[config.mk]
export PLATFORM = sky130hd
export DESIGN_NAME = subclk_lag_monitor
export DESIGN_NICKNAME = d
export VERILOG_FILES = /design/src/rtl/subclk_pkg.sv /design/src/rtl/subclk_index_ctr.sv /design/src/rtl/subclk_rule_eval.sv /design/src/rtl/subclk_flag_reg.sv /design/src/rtl/subclk_lag_monitor.sv
export SDC_FILE = /design/constraint.sdc
export NUM_CORES = 1
export LEC_CHECK = 0
export CAP_MARGIN = 10
export CORE_AREA = 2 2 39 41
export CTS_BUF_LIST = sky130_fd_sc_hd__clkbuf_8
export CTS_CLUSTER_SIZE = 12
export DETAILED_ROUTE_END_ITERATION = 8
export DIE_AREA = 0 0 41 43
export GPL_TIMING_DRIVEN = 0
export PLACE_DENSITY_LB_ADDON = 0.2
export SLEW_MARGIN = 15
export SYNTH_ARGS = -nofsm -noshare
export SYNTH_HDL_FRONTEND = slang
export SYNTH_SLANG_ARGS = --single-unit
[constraint.sdc]
create_clock -name clk -period 2.75 [get_ports clk]
set_clock_uncertainty 0.15 [all_clocks]
set_input_delay 0.275 -clock clk [delete_from_list [all_inputs] [get_ports clk]]
set_output_delay 0.275 -clock clk [all_outputs]
set_load 0.02 [all_outputs]
[src/rtl/subclk_pkg.sv]
package subclk_pkg;

    // Rule breaches found in one sample
    typedef struct packed {
        logic stray;    // sub tick with no reference tick
        logic early;    // sub tick before the tight phase
        logic missing;  // reference tick without sub tick in the tight phase
    } breach_t;

    // Registered flags of the monitor
    typedef struct packed {
        logic viol;
        logic err;
    } flag_t;

    function automatic int unsigned idx_width(input int unsigned lag);
        return (lag < 1) ? 1 : $clog2(lag + 1);
    endfunction

endpackage

[src/rtl/subclk_index_ctr.sv]
module subclk_index_ctr #(
    parameter int unsigned LAG   = 5,
    parameter int unsigned CNT_W = 3
) (
    input  logic             clk,
    input  logic             rst,
    input  logic             adv_i,
    output logic [CNT_W-1:0] idx_o,
    output logic             full_o
);

    localparam logic [CNT_W-1:0] TOP = CNT_W'(LAG);

    typedef struct packed {
        logic [CNT_W-1:0] idx;
    } ctr_t;

    ctr_t st_d, st_q;
    logic at_top;

    assign at_top = (st_q.idx == TOP);

    always_comb begin
        st_d = st_q;
        if (adv_i && !at_top) begin
            st_d.idx = st_q.idx + CNT_W'(1);
        end
    end

    always_ff @(posedge clk) begin
        if (rst) begin
            st_q <= '0;
        end else begin
            st_q <= st_d;
        end
    end

    assign idx_o  = st_q.idx;
    assign full_o = at_top;

endmodule

[src/rtl/subclk_rule_eval.sv]
module subclk_rule_eval
    import subclk_pkg::*;
(
    input  logic    ref_i,
    input  logic    sub_i,
    input  logic    tight_i,
    output breach_t breach_o
);

    always_comb begin
        breach_o         = '0;
        breach_o.stray   = sub_i && !ref_i;
        breach_o.early   = sub_i && ref_i && !tight_i;
        breach_o.missing = ref_i && !sub_i && tight_i;
    end

endmodule

[src/rtl/subclk_flag_reg.sv]
module subclk_flag_reg
    import subclk_pkg::*;
(
    input  logic    clk,
    input  logic    rst,
    input  breach_t breach_i,
    output logic    viol_o,
    output logic    err_o
);

    flag_t fl_d, fl_q;
    logic  any_breach;

    assign any_breach = |breach_i;

    always_comb begin
        fl_d      = fl_q;
        fl_d.viol = any_breach;
        fl_d.err  = fl_q.err || any_breach;
    end

    always_ff @(posedge clk) begin
        if (rst) begin
            fl_q <= '0;
        end else begin
            fl_q <= fl_d;
        end
    end

    assign viol_o = fl_q.viol;
    assign err_o  = fl_q.err;

endmodule

[src/rtl/subclk_lag_monitor.sv]
module subclk_lag_monitor
    import subclk_pkg::*;
#(
    parameter int unsigned LAG   = 5,
    parameter int unsigned CNT_W = idx_width(LAG)
) (
    input  logic             clk,
    input  logic             rst,
    input  logic             ref_tick_i,
    input  logic             sub_tick_i,
    output logic             viol_o,
    output logic             err_o,
    output logic [CNT_W-1:0] ref_index_o,
    output logic             tight_o
);

    logic    tight;
    breach_t breach;

    subclk_index_ctr #(
        .LAG   (LAG),
        .CNT_W (CNT_W)
    ) u_ctr (
        .clk    (clk),
        .rst    (rst),
        .adv_i  (ref_tick_i),
        .idx_o  (ref_index_o),
        .full_o (tight)
    );

    subclk_rule_eval u_rule (
        .ref_i    (ref_tick_i),
        .sub_i    (sub_tick_i),
        .tight_i  (tight),
        .breach_o (breach)
    );

    subclk_flag_reg u_flags (
        .clk      (clk),
        .rst      (rst),
        .breach_i (breach),
        .viol_o   (viol_o),
        .err_o    (err_o)
    );

    assign tight_o = tight;

endmodule

==> run summary <==
HPWL Detailed: 351.9 um
First-pass DRT Iterations: 1
initial drt markers: 0
critical path's largest stage delay: 0.59 ns
H-tree depth: 1
initial core utilization: 0.1609
CTS root buf: clkbuf_8
CTS tree: done
met2 wire length: 201 um
Distinct cells, synth: 13
Crit-path slowest cell: clkdlybuf4s50_1
die height: 43 um
setup TNS: 0 ns
setup slack at placement: 0.9849 ns
Post-Syn Area per Cell: 9.683 um^2
status: complete, no violations
largest net degree at the start of global routing: 7
RSZ-0062 raised after global routing: false
Bufs and invs on worst path: 2
Max-Cap Viols: 0
fin util: 0.2731
CP arrival: 1.56 ns
routability cong.: 0.6418
Via Count: 198
initial antenna violation count: 0
Yosys top cell area share: 0.4494
final hold vios: 0
first-pass GRT wire length: 690 um
Final Power: 0.0002538 W
Post-CTS Setup Inserts: 0
Pwr Density: 671.7 nW/um^2
drt total wl: 444 um
vias in the first global route: 181
class of the most critical setup path: reg -> out
CP required: 2.33 ns
WL met1: 159 um
syn nets: 29
final layout net count: 43
Tot GR Track Use: 0.06727
Setup WS post-layout: 0.7676 ns
CTS resizes: 0
Die Wd: 41 um
minimum clock period: 1.982 ns
Ports: 10
final slew viol count: 0
YS warnings: 0
Yosys top cell by area: dfxtp_1
Synth Instances: 23
CTS buffer count: 3
WL/cell: 8.538 um
Port Buffer Count: 9
core area: 1384 um^2
Lkg Pwr: 0.1613 nW
CP cell instances: ha_1 > nand2_1 > inv_1 > clkdlybuf4s50_1
Netlist Area Pre-Place: 222.7 um^2
clock sink count: 5
ant diodes: 0
crit end category: primary output
sequential fraction of the synthesis area: 0.4494
clock-pin slew on the worst setup and hold paths: 0.04 ns
family with the most delay on the worst path: buffers and inverters
antenna-violating nets left: 0
clk_lat worst skew: 0.22 ns
highest metal used: met4
hold buffer count at CTS: 0
Die ar.: 1763 um^2
Critical Path Fanout Max: 4
Via density: 3.808
headroom to the max-slew limit: 0.8528
Tcrit/Tclk final: 0.7209
Yosys reg bits: 5
Routed met3 length: 66 um
ranking of synthesized cells by area: dfxtp_1, ha_1, a211oi_2
Finish-stage setup viols: 0
Synth-to-Final Area Change: 69.66%
critical path startpoint category: flop
Core Rows: 14
fmax: 504.4 MHz
grt ovf: 0
maximum buffer depth of the clock tree: 2
peak supply drop: 0.0002116 V
share of layout cells above drive strength 1: 0.1389
worst slew pin tran: 0.2201 ns
Worst Hold Class: reg -> reg
Residual DRC: 0
==> synthesized netlist by cell type <==
cell      n
a211oi_2  1
a21boi_2  1
a21oi_1   2
and4b_1   1
dfxtp_1   5
ha_1      2
inv_1     3
nand2_1   1
nand3_1   1
nor2_1    3
nor3_1    1
xnor2_1   1
xor2_1    1
==> cell type report <==
type,count,area (um^2)
Clock buffer,3,41.29
Clock inverter,1,3.754
Fill cell,160,1006
Inverter,3,11.26
Multi-Input combinational cell,15,111.4
Sequential cell,5,100.1
Tap cell,16,20.02
Timing Repair Buffer,9,90.09
==> worst register-to-register path, delay by kind of cell (launching register included) <==
family	cells	cell delay, ns
buffers and inverters	1	0.06
DFF	1	0.36
AOI/OAI and AO/OA	2	0.43
adders and majority gates	1	0.22
and+or+nand+nor	1	0.08
==> flip-flops by register name, indices dropped and copies added, names as in the netlist <==
| name | flops |
|---|---|
| u_ctr.idx_o | 3 |
| u_flags.err_o | 1 |
| u_flags.viol_o | 1 |
==> worst paths after layout <==
path / startpoint / to / slack [ns] / cells past startpoint
max reg2reg: u_ctr.idx_o[1] / u_ctr.idx_o[1] / 1.37 / 5
min: u_flags.err_o / u_flags.err_o / 0.30 / 2
min reg2reg: u_flags.err_o / u_flags.err_o / 0.30 / 2
max: u_ctr.idx_o[0] / tight_o / 0.77 / 4
==> metal layers <==
layer	up-vias	GRT usage
met5	-	0
met4	0	0.06000
met1	84	0.06109
met3	2	0.06806
met2	10	0.08125
li1	102	-
==> cells in the final DEF, fill, tap and decap left out, drive strengths merged <==
| cell type | count |
|---|---|
| clkdlybuf4s50 | 9 |
| a211oi | 1 |
| dfxtp | 5 |
| nand3 | 1 |
| inv | 4 |
| and4b | 1 |
| xnor2 | 1 |
| nor2 | 3 |
| nor3 | 1 |
| a21boi | 1 |
| a21oi | 2 |
| ha | 2 |
| nand2 | 1 |
| clkbuf | 3 |
| xor2 | 1 |
==> cell families (layout without fill, tap and decap cells) <==
| family | Yosys count | in the layout | share of synthesized area |
|---|---|---|---|
| adder cells (fa/ha/maj) | 2 | 2 | 0.1123 |
| AO/OA/AOI/OAI | 4 | 4 | 0.1517 |
| flip-flops | 5 | 5 | 0.4495 |
| XOR/XNOR | 2 | 2 | 0.07867 |
| buffers and inverters | 3 | 16 | 0.05056 |
| AND/OR/NAND/NOR | 7 | 7 | 0.1572 |
==> power breakdown <==
group	switching [W]	leakage, nW	internal (W)
Sequential	0.00000444	0.0414	0.0000783
Combinational	0.0000183	0.0929	0.0000201
Clock	0.0000369	0.0269	0.0000957
Total	0.0000597	0.161	0.000194
==> per-stage QoR <==
step / std cells / hold WS, ns / cell area (um^2)
4_1_cts: 52 / 0.3048 / 377.9
2_1_floorplan: 23 / 0.1896 / 222.7
5_1_grt: 52 / 0.3429 / 377.9
6_report: 52 / 0.3025 / 377.9
3_3_place_gp: 48 / 0.2845 / 332.8
3_5_place_dp: 48 / 0.2997 / 332.8
No activity file was read; power rests on OpenSTA's default activity.
